--- src/rtl/i2c_wr_pkg.sv ---
package i2c_wr_pkg;

  typedef enum logic [2:0] {
    PH_IDLE,
    PH_DEV,
    PH_AHI,
    PH_ALO,
    PH_DATA
  } phase_e;

  localparam int BYTE_W = 8;

  // select byte addresses this target for a write
  function automatic logic is_write_sel(input logic [7:0] sel_byte,
                                        input logic [6:0] own_addr);
    return (sel_byte[7:1] == own_addr) && (sel_byte[0] == 1'b0);
  endfunction

endpackage

--- src/rtl/i2c_bus_cond.sv ---
module i2c_bus_cond #(
  parameter int SYNC_STAGES = 2
) (
  input  logic clk,
  input  logic rst_n,
  input  logic scl_i,
  input  logic sda_i,
  input  logic wp_i,
  output logic scl_s,
  output logic sda_s,
  output logic wp_s,
  output logic scl_rise,
  output logic scl_fall,
  output logic start_det,
  output logic stop_det
);

  localparam int NSIG = 3;
  localparam logic [NSIG-1:0] IDLE_LVL = 3'b011; // {wp, sda, scl}

  logic [NSIG-1:0] stg [SYNC_STAGES];
  logic            scl_p, sda_p;

  genvar g;
  generate
    for (g = 0; g < SYNC_STAGES; g++) begin : g_sync
      always_ff @(posedge clk or negedge rst_n) begin
        if (!rst_n) begin
          stg[g] <= IDLE_LVL;
        end else if (g == 0) begin
          stg[g] <= {wp_i, sda_i, scl_i};
        end else begin
          stg[g] <= stg[(g == 0) ? 0 : g-1];
        end
      end
    end
  endgenerate

  assign scl_s = stg[SYNC_STAGES-1][0];
  assign sda_s = stg[SYNC_STAGES-1][1];
  assign wp_s  = stg[SYNC_STAGES-1][2];

  always_ff @(posedge clk or negedge rst_n) begin
    if (!rst_n) begin
      scl_p <= 1'b1;
      sda_p <= 1'b1;
    end else begin
      scl_p <= scl_s;
      sda_p <= sda_s;
    end
  end

  assign scl_rise  = scl_s & ~scl_p;
  assign scl_fall  = ~scl_s & scl_p;
  assign start_det = scl_s & scl_p & sda_p & ~sda_s;
  assign stop_det  = scl_s & scl_p & ~sda_p & sda_s;

endmodule

--- src/rtl/i2c_twr_timer.sv ---
module i2c_twr_timer #(
  parameter int TWR_CYCLES = 5000
) (
  input  logic clk,
  input  logic rst_n,
  input  logic kick,
  output logic busy
);

  localparam int CW = $clog2(TWR_CYCLES + 1);
  localparam logic [CW-1:0] LOAD = CW'(TWR_CYCLES);
  localparam logic [CW-1:0] ONE  = CW'(1);

  logic [CW-1:0] remain;

  always_ff @(posedge clk or negedge rst_n) begin
    if (!rst_n) begin
      remain <= '0;
    end else if (kick) begin
      remain <= LOAD;
    end else if (remain != '0) begin
      remain <= remain - ONE;
    end
  end

  assign busy = (remain != '0);

endmodule

--- src/rtl/i2c_wr_fsm.sv ---
module i2c_wr_fsm
  import i2c_wr_pkg::*;
#(
  parameter logic [6:0] DEV_ADDR  = 7'h50,
  parameter int         PAGE_BITS = 8,
  parameter int         OFFS_BITS = 6
) (
  input  logic                 clk,
  input  logic                 rst_n,
  input  logic                 sda_s,
  input  logic                 wp_s,
  input  logic                 scl_rise,
  input  logic                 scl_fall,
  input  logic                 start_det,
  input  logic                 stop_det,
  input  logic                 busy_i,
  output logic                 ack_oe,
  output logic                 loaded,
  output logic                 buf_clr,
  output logic                 buf_we,
  output logic [OFFS_BITS-1:0] buf_offs,
  output logic [BYTE_W-1:0]    buf_data,
  output logic                 commit,
  output logic [PAGE_BITS-1:0] commit_page
);

  localparam int MEM_AW = PAGE_BITS + OFFS_BITS;
  localparam int HI_W   = MEM_AW - BYTE_W;
  localparam logic [OFFS_BITS-1:0] OFFS_ONE = OFFS_BITS'(1);

  function automatic logic [PAGE_BITS-1:0] page_of(input logic [HI_W-1:0] hi,
                                                   input logic [BYTE_W-1:0] lo);
    logic [MEM_AW-1:0] w;
    w = {hi, lo};
    return w[MEM_AW-1:OFFS_BITS];
  endfunction

  function automatic logic [OFFS_BITS-1:0] offs_of(input logic [BYTE_W-1:0] lo);
    return lo[OFFS_BITS-1:0];
  endfunction

  phase_e                phase;
  logic [3:0]            bitcnt;
  logic [BYTE_W-1:0]     shreg;
  logic                  ack_slot;
  logic [HI_W-1:0]       hi_q;
  logic [PAGE_BITS-1:0]  page_q;
  logic [OFFS_BITS-1:0]  offs_q;
  logic                  wp_lat;

  // byte-level decision signals
  logic byte_done, stop_commits, first_blocked;
  assign byte_done     = scl_fall && !ack_slot && (bitcnt == 4'd8);
  assign stop_commits  = (phase == PH_DATA) && loaded && !ack_slot && (bitcnt <= 4'd1);
  assign first_blocked = !loaded && wp_lat;

  always_ff @(posedge clk or negedge rst_n) begin
    if (!rst_n) begin
      phase       <= PH_IDLE;
      bitcnt      <= '0;
      shreg       <= '0;
      ack_slot    <= 1'b0;
      ack_oe      <= 1'b0;
      hi_q        <= '0;
      page_q      <= '0;
      offs_q      <= '0;
      wp_lat      <= 1'b0;
      loaded      <= 1'b0;
      buf_clr     <= 1'b0;
      buf_we      <= 1'b0;
      buf_offs    <= '0;
      buf_data    <= '0;
      commit      <= 1'b0;
      commit_page <= '0;
    end else begin
      buf_clr <= 1'b0;
      buf_we  <= 1'b0;
      commit  <= 1'b0;
      if (start_det) begin
        phase    <= PH_DEV;
        bitcnt   <= '0;
        ack_slot <= 1'b0;
        loaded   <= 1'b0;
      end else if (stop_det) begin
        if (stop_commits) begin
          commit      <= 1'b1;
          commit_page <= page_q;
        end
        phase  <= PH_IDLE;
        loaded <= 1'b0;
      end else if (phase != PH_IDLE) begin
        if (scl_rise && !ack_slot && (bitcnt < 4'd8)) begin
          shreg  <= {shreg[BYTE_W-2:0], sda_s};
          bitcnt <= bitcnt + 4'd1;
        end
        if (scl_fall && ack_slot) begin
          ack_oe   <= 1'b0;
          ack_slot <= 1'b0;
          bitcnt   <= '0;
          if (phase == PH_DATA && !loaded) wp_lat <= wp_s;
        end
        if (byte_done) begin
          ack_slot <= 1'b1;
          unique case (phase)
            PH_DEV: begin
              if (is_write_sel(shreg, DEV_ADDR) && !busy_i) begin
                ack_oe <= 1'b1;
                phase  <= PH_AHI;
              end else begin
                phase <= PH_IDLE;
              end
            end
            PH_AHI: begin
              hi_q   <= shreg[HI_W-1:0];
              ack_oe <= 1'b1;
              phase  <= PH_ALO;
            end
            PH_ALO: begin
              page_q  <= page_of(hi_q, shreg);
              offs_q  <= offs_of(shreg);
              buf_clr <= 1'b1;
              ack_oe  <= 1'b1;
              phase   <= PH_DATA;
            end
            PH_DATA: begin
              if (first_blocked) begin
                phase <= PH_IDLE;
              end else begin
                ack_oe   <= 1'b1;
                buf_we   <= 1'b1;
                buf_offs <= offs_q;
                buf_data <= shreg;
                offs_q   <= offs_q + OFFS_ONE;
                loaded   <= 1'b1;
              end
            end
            default: phase <= PH_IDLE;
          endcase
        end
      end
    end
  end

endmodule

--- src/rtl/i2c_eeprom_wr_ctrl.sv ---
module i2c_eeprom_wr_ctrl #(
  parameter logic [6:0] DEV_ADDR    = 7'h50,
  parameter int         PAGE_BITS   = 8,
  parameter int         OFFS_BITS   = 6,
  parameter int         TWR_CYCLES  = 5000,
  parameter int         SYNC_STAGES = 2
) (
  input  logic                 clk,
  input  logic                 rst_n,
  input  logic                 scl_i,
  input  logic                 sda_i,
  output logic                 sda_o,
  output logic                 sda_oe,
  input  logic                 wp_i,
  output logic                 buf_clr_o,
  output logic                 buf_we_o,
  output logic [OFFS_BITS-1:0] buf_offs_o,
  output logic [7:0]           buf_data_o,
  output logic                 commit_o,
  output logic [PAGE_BITS-1:0] commit_page_o,
  output logic                 busy_o
);

  // named internal events, visible to the bound checker
  logic scl_s, sda_s, wp_s;
  logic scl_rise, scl_fall, start_det, stop_det;
  logic data_loaded;

  i2c_bus_cond #(.SYNC_STAGES(SYNC_STAGES)) u_cond (
    .clk       (clk),
    .rst_n     (rst_n),
    .scl_i     (scl_i),
    .sda_i     (sda_i),
    .wp_i      (wp_i),
    .scl_s     (scl_s),
    .sda_s     (sda_s),
    .wp_s      (wp_s),
    .scl_rise  (scl_rise),
    .scl_fall  (scl_fall),
    .start_det (start_det),
    .stop_det  (stop_det)
  );

  i2c_wr_fsm #(
    .DEV_ADDR  (DEV_ADDR),
    .PAGE_BITS (PAGE_BITS),
    .OFFS_BITS (OFFS_BITS)
  ) u_fsm (
    .clk         (clk),
    .rst_n       (rst_n),
    .sda_s       (sda_s),
    .wp_s        (wp_s),
    .scl_rise    (scl_rise),
    .scl_fall    (scl_fall),
    .start_det   (start_det),
    .stop_det    (stop_det),
    .busy_i      (busy_o),
    .ack_oe      (sda_oe),
    .loaded      (data_loaded),
    .buf_clr     (buf_clr_o),
    .buf_we      (buf_we_o),
    .buf_offs    (buf_offs_o),
    .buf_data    (buf_data_o),
    .commit      (commit_o),
    .commit_page (commit_page_o)
  );

  i2c_twr_timer #(.TWR_CYCLES(TWR_CYCLES)) u_twr (
    .clk   (clk),
    .rst_n (rst_n),
    .kick  (commit_o),
    .busy  (busy_o)
  );

  assign sda_o = 1'b0;

endmodule

--- config.mk ---
export PLATFORM = sky130hd
export DESIGN_NAME = i2c_eeprom_wr_ctrl
export DESIGN_NICKNAME = d
export VERILOG_FILES = /design/src/rtl/i2c_wr_pkg.sv /design/src/rtl/i2c_bus_cond.sv /design/src/rtl/i2c_twr_timer.sv /design/src/rtl/i2c_wr_fsm.sv /design/src/rtl/i2c_eeprom_wr_ctrl.sv
export SDC_FILE = /design/constraint.sdc
export NUM_CORES = 1
export LEC_CHECK = 0
export CORE_UTILIZATION = 55
export DETAILED_ROUTE_END_ITERATION = 10
export PLACE_DENSITY = 0.76
export SYNTH_ARGS = -nofsm -noshare
export SYNTH_HDL_FRONTEND = slang
export SYNTH_SLANG_ARGS = --single-unit
--- constraint.sdc ---
create_clock -name clk -period 2.7 [get_ports clk]
set_clock_uncertainty 0.2 [all_clocks]
set_input_delay 0.405 -clock clk [delete_from_list [all_inputs] [get_ports clk]]
set_output_delay 0.405 -clock clk [all_outputs]
set_load 0.05 [all_outputs]
# Word-level counts from Yosys, hierarchy flattened

Cells that the tools add are included.
Widths: inputs -> output; s select.

$lt $le $gt $ge: 2
Mux-type cells: 46
$add $sub $neg: 3
Equal/unequal tests: 10
Bitwise gates (word level): 15
Reductions and logical operators: 38

Operator list:

| kind                  | number |
|---|---|
| $mux 1                | 29 |
| $mux 13               | 2 |
| $mux 4                | 5 |
| $reduce_bool 3->1     | 6 |
| $mux 3                | 5 |
| $reduce_and 3->1      | 5 |
| $reduce_and 5->1      | 3 |
| $reduce_bool 13->1    | 1 |
| $sub 13x1->13 const B | 1 |
| $logic_and 1x1->1     | 12 |
| $pmux 3 s4            | 1 |
| $pmux 6 s2            | 1 |
| $reduce_and 6->1      | 2 |
| $not 1->1             | 8 |
| $reduce_and 4->1      | 2 |
| $and 1x1->1           | 7 |
| $eq 7x7->1 const B    | 1 |
| $add 6x1->6 const B   | 1 |
| $eq 3x2->1 const B    | 2 |
| $mux 6                | 1 |
| $reduce_bool 2->1     | 3 |
| $add 4x1->4 const B   | 1 |
| $eq 4x4->1 const B    | 1 |
| $le 4x1->1 const B    | 1 |
| 10 further kinds      | 13 |

Flip-flop bits (word level): 85
Logic and storage cells: 135

# Depth between registers and ports, before layout

Gate-level depths: netlist (run 1).

Word-level depth: 9
Gate-level depth with buffers: 8
Gate-level depth less buffers: 7

# Hierarchy

From an unflattened synthesis (run 1), not the netlist that was laid out.

Cell total of the unflattened synthesis: 315
Area, all modules: 3,836.2 um2

By module, submodules not included:

| module             | sequential area each (um2) | cells each | instances | area an instance (um2) |
|---|---|---|---|---|
| i2c_wr_fsm         | 1,601.5                    | 227        | 1         | 2,877.8 |
| i2c_twr_timer      | 325.3                      | 74         | 1         | 706.9 |
| i2c_bus_cond       | 207.7                      | 12         | 1         | 240.2 |
| i2c_eeprom_wr_ctrl | 0.0                        | 2          | 1         | 11.3 |

# Worst setup path after synthesis (run 1)

OpenSTA, ideal clock, no wires.

Path type: register -> register
From: register u_twr.remain[0]
To: register u_fsm.ack_oe
Path buffers: 0
Library setup time: 0.087 ns
Arrival: 1.872 ns
Stages on the path, launching flop included: 8
Slack: 0.541 ns
Period minus slack after synthesis: 2.159 ns
Path through: dfrtp_1 > inv_1 > ha_1 > nor4b_1 > and4_1 > inv_1 > or3_1 > o211ai_1

Cells in the longest elaborated chain, start to end: 6

RTL lines:

| item                   | RTL line                 | RTL |
|---|---|---|
| start, declared        | i2c_twr_timer.sv:14      | `logic [CW-1:0] remain;` |
| start signal, assigned | i2c_twr_timer.sv:22      | `remain <= remain - ONE;` |
| $reduce_bool 13->1     | i2c_twr_timer.sv:26      | `assign busy = (remain != '0);` |
| named net busy_o       | i2c_eeprom_wr_ctrl.sv:21 | `output logic busy_o` |
| $logic_not 1->1        | i2c_wr_fsm.sv:106        | `if (is_write_sel(shreg, DEV_ADDR) && !busy_i) begin` |
| $logic_and 1x1->1      | i2c_wr_fsm.sv:106        |  |
| $mux 1                 | i2c_wr_fsm.sv:106        |  |
| $pmux 1 s3             | i2c_wr_fsm.sv:104        | `unique case (phase)` |
| $mux 1                 | i2c_wr_fsm.sv:102        | `if (byte_done) begin` |
| end signal, assigned   | i2c_wr_fsm.sv:97         | `ack_oe <= 1'b0;` |
| end signal, assigned   | i2c_wr_fsm.sv:107        | `ack_oe <= 1'b1;` |
| end signal, assigned   | i2c_wr_fsm.sv:115        | `ack_oe <= 1'b1;` |
| end, declared          | i2c_wr_fsm.sv:17         | `output logic ack_oe,` |

The timed path passes the listed nets, and every way through them passes these cells.
A chain may end at the register's enable or synchronous reset.

# Worst setup path in the final report (run 1)

From: register u_twr.remain[0]
To: output port busy_o

Cells in the longest elaborated chain, start to end: 1

RTL lines:

| item               | RTL line |
|---|---|
| $reduce_bool 13->1 | i2c_twr_timer.sv:26 |
| end, declared      | i2c_eeprom_wr_ctrl.sv:21 |

No other way between the ends.

==> out/qor.yml, run 1 <==
endpoint_kind: "primary output"
post_drt_via_cell_ratio: 5.680
async_flop_share_pct: 100.0
grt_pass1_vias: 2619
grt_pass1_wl_um: 12630
cpMostUsedCell: "inv_1"
num_vias: 2590
critical_path.top_delay_family: "buffers and inverters"
ys_seq_elements: 85
crit_path_max_fanout: 6
fin_cells: 456
wl_met3_um: 264
clock_sinks: 85
rsz0062_at_grt: "no"
reg2reg_slack_ns: 0.32
power_density_nw_per_um2: 565.7
crit_slowest_cell: "dfrtp_1"
avgRoutedWirePerCell_um: 16.15
critical_path_arrival_ns: 1.91
hpwl_um: 4925
fin_crit_ns: 2.511
synthesis.nets: 332
first_iter_violations: 169
drt-met1-wl_um: 3503
timing.slew.headroom_pct: 62.81
ys_warn_count: 0
cap_violations: 0
netlist_instances: 320
utilization_pct: 66.59
placed_cells: 439
max_clock_freq_mhz: 398.3
grt_overflow: 0
port_buffers: 31
dr.pass1.iters: 4
synthAdderAreaFrac_pct: 2.257
ir_drop_mv: 0.3963
path_class: "register to primary output"
yosysSeqAreaShare_pct: 55.00
root_buffer: "clkbuf_8"
tns_ns: 0
synth_xor_area_share_pct: 0.6770
layout-drive-gt1-share_pct: 24.17
place_congestion: 0.8746
fin_nets: 367
placed_cell_area_um2: 4269
finalMaxSlewViolations: 0
synth.area.mux_share_pct: 14.64
synthDistinctLibCells: 64
synth_ff_type: "dfrtp_1"
start_util_pct: 57.13
grt_max_degree: 44
synth.top_cell.area_share_pct: 50.93
wl_um: 7364
fin_total_pwr_mw: 2.559
cp_num_buf_inv: 3
dieArea_um2: 7397
yosys-top-cells-area: "dfrtp_1, mux2_2, dfstp_2, ha_1, nor2_1"
area_delta_synth_final_pct: 16.57
ios: 33
synth_compound_area_share_pct: 7.866
worstMarginPinSlew_ns: 0.5537
start_kind: "register"
top_layer: "met4"
num_rows: 30
wl_met2_um: 3436
cts_buffers: 9
avgSynthCellArea_um2: 12.13
die_x_um: 86.01
clock_latency_ns: 0.35
fp.dieH_um: 86.01
diodes: 0
finalHoldViolCount: 0
power_leakage_nw: 2.133
clkTransAtPathRegs_ns: 0.08
cp_slowest_stage_delay_ns: 0.38
h-tree-depth: 3
fin_crit_sh_pct: 92.99
cts_tree: "done"
final_area_um2: 4524
post-synth-top-area-cell: "dfrtp_1"
fp.coreArea_um2: 6794
min_path_type: "register to register"
antenna_found_initial: 0
setup_viol: 0
status: "finished clean"
required_ns: 2.10
ant_nets: 0
grt.total_usage_pct: 22.33
cp_cell_sequence: "inv_1 -> ha_1 -> nor4b_2 -> and4_1 -> inv_1 -> buf_4"
clockBufferDepth: 2
drcViolationCount: 0
synthSimpleGateAreaFrac_pct: 16.15
synth-edff-count: 0
synthesis.area_um2: 3881
synth_top_family_by_area: "simple AND/OR/NAND/NOR gates"
-- worst reg2reg max path: cells and delay by family, from the launching register on --
family	cells	cell delay [ns]
adder cells (fa/ha/maj)	1	0.16
buffers and inverters	1	0.13
flip-flops	1	0.43
multiplexers	1	0.37
AND/OR/NAND/NOR	3	0.99
-- cells by family (layout without fill, tap and decap cells) --
logic type,after synthesis,in the layout
and+or+nand+nor,104,104
adders and majority gates,7,7
other,1,1
DFF,85,85
buffers and inverters,23,63
muxes,51,51
AOI/OAI and AO/OA,46,46
xor gates and xnor gates,3,3
-- path summary, 6_finish.rpt --
path / start / end / cells after the start
max: u_twr.remain[0] / busy_o / 6
min: u_cond.stg[4] / u_cond.sda_s / 0
max reg2reg: u_fsm.bitcnt[0] / u_fsm.buf_offs[5] / 6
min reg2reg: u_cond.stg[4] / u_cond.sda_s / 0
max in group asynchronous: rst_n / u_fsm.shreg[2] / 3
min in group asynchronous: rst_n / u_fsm.offs_q[1] / 2
-- report_power, final --
part           total, mW  internal (mW)  leakage [nW]  switching [mW]
sequential          1.37           1.31          1.15          0.0595
combinational      0.132         0.0567         0.863          0.0749
clock               1.06          0.615         0.116           0.444
total               2.56           1.98          2.13           0.578
-- through the flow --
step	setup slack, ns	hold slack, ns
4_1_cts	0.1278	0.1583
2_1_floorplan	0.5415	-0.09059
3_5_place_dp	0.3546	0.1498
6_report	0.1894	0.1562
3_3_place_gp	0.4073	0.1330
5_1_grt	0.06710	0.1604
-- synthesized netlist by cell type (2+ instances only) --
library cell,count
or3_1,6
nor2b_1,5
a31oi_1,3
dfrtp_1,79
a2bb2oi_1,3
nor4_1,4
buf_4,2
xor2_1,2
a21boi_0,2
buf_6,4
nand2b_1,2
a211oi_1,2
inv_1,9
a21o_1,2
nor3_1,6
a221oi_1,2
a21oi_1,10
nor2_1,23
nand4_1,3
dfstp_2,6
o21ai_0,10
ha_1,7
nand3b_1,5
or4_1,3
mux2_2,45
mux2i_1,5
buf_2,3
o31ai_1,3
nand2_1,13
clkbuf_1,3
nor4b_1,2
nand2_2,2
and3_1,2
nand3_1,12
-- state kept, by name, summed over array words and instances, names as in the netlist, 3 cells and up --
name               count
u_fsm.phase            3
u_fsm.shreg            8
u_fsm.hi_q             6
u_fsm.page_q           8
u_fsm.bitcnt           4
u_cond.stg             3
u_fsm.commit_page      8
u_fsm.buf_data         8
u_fsm.offs_q           6
u_twr.remain          13
u_fsm.buf_offs         6
-- routing by layer --
layer / GRT usage, % / vias to the layer above
met3: 3.946 / 16
met5: 0 / -
met1: 31.25 / 1297
met2: 33.91 / 55
met4: 10.76 / 0
li1: - / 1222
-- cells in the final DEF, fill, tap and decap left out, types with 3 or more instances in the layout --
cell / netlist / final
a21oi_1: 10 / 10
dfstp_2: 6 / 6
nand3b_1: 5 / 5
nor2_1: 23 / 23
nand4_1: 3 / 3
or3_1: 6 / 6
dfrtp_1: 79 / 79
clkbuf_8: 0 / 9
ha_1: 7 / 7
mux2_2: 45 / 45
mux2i_1: 5 / 5
nor4_1: 4 / 4
bufinv_16: 0 / 3
o31ai_1: 3 / 3
o21ai_0: 10 / 10
buf_4: 2 / 7
clkdlybuf4s50_1: 0 / 29
nor3_1: 6 / 6
a31oi_1: 3 / 3
nor2b_1: 5 / 5
a2bb2oi_1: 3 / 3
inv_1: 9 / 9
nand3_1: 12 / 12
or4_1: 3 / 3
nand2_1: 13 / 13
-- cell type report --
cell class / count / area [µm²]
clock buffer: 10 / 127.6
inverter: 9 / 33.78
sequential: 85 / 2135
clock inverter: 6 / 111.4
multi-input combinational: 212 / 1624
tap: 96 / 120.1
fill: 525 / 2270
timing repair buffer: 38 / 372.9
-- what timing repair did --
item                                    4_1_cts  5_1_grt
endpoints found under the setup margin        0        1
setup buffers                                 0        0
hold endpoints to repair                     36        0
gates resized for setup                       0        1
hold buffers                                  1        0
(Power assumes the default switching activity.)
==> inputs of run 2 (changes only) <==
--- a/config.mk
+++ b/config.mk
@@ -7,7 +7,7 @@
 export LEC_CHECK = 0
 export CORE_UTILIZATION = 55
 export DETAILED_ROUTE_END_ITERATION = 10
-export PLACE_DENSITY = 0.76
+export PLACE_DENSITY = 0.88
 export SYNTH_ARGS = -nofsm -noshare
 export SYNTH_HDL_FRONTEND = slang
 export SYNTH_SLANG_ARGS = --single-unit
==> out/qor.yml, run 2 (synthesized netlist as in run 1, its figures left out) <==
status: "finished clean"
path_class: "register to primary output"
port_buffers: 31  # unchanged
num_rows: 30  # unchanged
h-tree-depth: 3  # unchanged
clock_latency_ns: 0.36  # about the same
die_x_um: 86.01  # unchanged
setup_ws_ns: 0.1627  # -0.02666 ns
hpwl_um: 5107  # +3.7%
max_clock_freq_mhz: 394.1  # -1.1%
worstMarginPinSlew_ns: 0.5729  # +0.01912 ns
min_path_type: "register to register"
diodes: 0  # unchanged
fin_crit_sh_pct: 93.97  # +0.99 points
crit_slowest_cell: "dfrtp_1"
critical_path_arrival_ns: 1.93  # +0.02 ns
finalMaxSlewViolations: 0  # unchanged
fin_nets: 367  # unchanged
num_vias: 2653  # +2.4%
place_congestion: 0.8639  # -1.2%
cp_slowest_stage_delay_ns: 0.40  # +0.02 ns
cts_tree: "done"
fin_crit_ns: 2.537  # +0.02666 ns
placed_cells: 439  # unchanged
grt_pass1_vias: 2683  # +2.4%
ir_drop_mv: 0.3682  # -7.1%
whs_endpoint: "u_cond.sda_s"
layout-drive-gt1-share_pct: 24.44  # +0.28 points
power_density_nw_per_um2: 537.5  # -5.0%
avgRoutedWirePerCell_um: 16.99  # +5.2%
ios: 33  # unchanged
min_from: "u_cond.stg[4]"
mostFrequentLayoutCells: "dfrtp_1, mux2_2, clkdlybuf4s50_1"
cpMostUsedCell: "inv_1"
r2r_start: "u_fsm.bitcnt[0]"
fill_cells: 499  # -5.0%
dieArea_um2: 7397  # unchanged
drcViolationCount: 0  # unchanged
r2r_cells: 6  # unchanged
cts_buffers: 9  # unchanged
post_drt_via_cell_ratio: 5.818  # +2.4%
fp.dieH_um: 86.01  # unchanged
tns_ns: 0  # unchanged
setup_viol: 0  # unchanged
clockBufferDepth: 2  # unchanged
crit_path_max_fanout: 6  # unchanged
first_iter_violations: 185  # +9.5%
grt_pass1_wl_um: 13000  # +2.9%
cp_num_buf_inv: 3  # unchanged
fin_cells: 456  # unchanged
dr.pass1.iters: 4  # unchanged
wl_um: 7749  # +5.2%
endpoint_kind: "primary output"
clock_sinks: 85  # unchanged
cap_violations: 0  # unchanged
clkTransAtPathRegs_ns: 0.09  # about the same
largest_register_ffs: 13  # unchanged
finalHoldViolCount: 0  # unchanged
critical_path.top_delay_family: "simple AND/OR/NAND/NOR gates"
start_kind: "register"
area_delta_synth_final_pct: 15.60
timing.slew.headroom_pct: 61.81  # -1.0 points
dpl_worst_slack_ns: 0.3606  # +0.006055 ns
fp.coreArea_um2: 6794  # unchanged
power_leakage_nw: 2.119  # -0.62%
grt_overflow: 0  # unchanged
root_buffer: "clkbuf_8"
mostFrequentLayoutCell: "dfrtp_1"
required_ns: 2.10  # about the same
hold-path-cell-count: 0  # unchanged
ant_nets: 0  # unchanged
top_register: "u_twr.remain"
rsz0062_at_grt: "no"
reg2reg_slack_ns: 0.32  # about the same
cp_cell_sequence: "inv_1 -> ha_1 -> nor4b_2 -> and4_4 -> inv_1 -> buf_4"
antenna_found_initial: 0  # unchanged
grt.total_usage_pct: 22.95  # +0.62 points
grt_max_degree: 45  # +2.3%
start_util_pct: 57.13  # unchanged
r2r-end: "u_fsm.buf_data[0]"
[run 2: power breakdown]
group | leakage, nW | switching (mW) | internal (mW)
clock | 0.0992 | 0.476 | 0.439
sequential | 1.15 | 0.0571 | 1.31
combinational | 0.867 | 0.0740 | 0.0554
total | 2.12 | 0.607 | 1.80
[run 2: final cells by class]
type                       count  area [µm²]  share of cell area (%)
tap                           96       120.1                   2.677
timing repair buffer          38       372.9                   8.310
inverter                       9       33.78                  0.7529
clock inverter                 6       71.32                   1.590
multi-input combinational    212        1627                   36.25
sequential                    85        2135                   47.57
clock buffer                  10       127.6                   2.844
[run 2: worst register-to-register path: cells and delay by family, from the launching register on]
family	cells	cell delay, ns
and+or+nand+nor	3	0.95
DFF	1	0.43
adders and majority gates	1	0.16
buffers and inverters	1	0.15
muxes	1	0.36
[run 2: stage by stage]
step                      hold WS [ns]  instance area [µm²]  util, %  total power, mW
after CTS                       0.1603                 4478    65.91            2.426
after global routing            0.1653                 4487    66.04            2.500
after detailed placement        0.1436                 4269    62.84            1.519
after global placement          0.1371                 4269    62.84            1.510
final                           0.1595                 4487    66.04            2.412
after floorplan               -0.09059                 3881        -            1.452
[run 2: worst max-delay path by stage]
stage | from | end | slack (ns) | cells past startpoint
floorplan | u_twr.remain[0] | u_fsm.ack_oe | 0.54 | 7
global placement | u_twr.remain[0] | u_twr.remain[7] | 0.42 | 7
detailed placement | u_twr.remain[0] | u_twr.remain[7] | 0.36 | 7
CTS | u_twr.remain[0] | busy_o | 0.02 | 6
global route | u_twr.remain[0] | busy_o | 0.007 | 6
finish | u_twr.remain[0] | busy_o | 0.16 | 6
[run 2: layer usage]
metal / wire length (µm) / global-route usage (%)
met5: 0 / 0
met4: 129 / 7.576
met3: 331 / 5.486
met2: 3824 / 38.46
met1: 3463 / 29.46
[run 2: repair_timing]
item,CTS,global route
gates resized for setup,0,3
hold endpoints to repair,40,0
endpoints found under the setup margin,0,1
hold buffers,1,0
buffers inserted,0,0
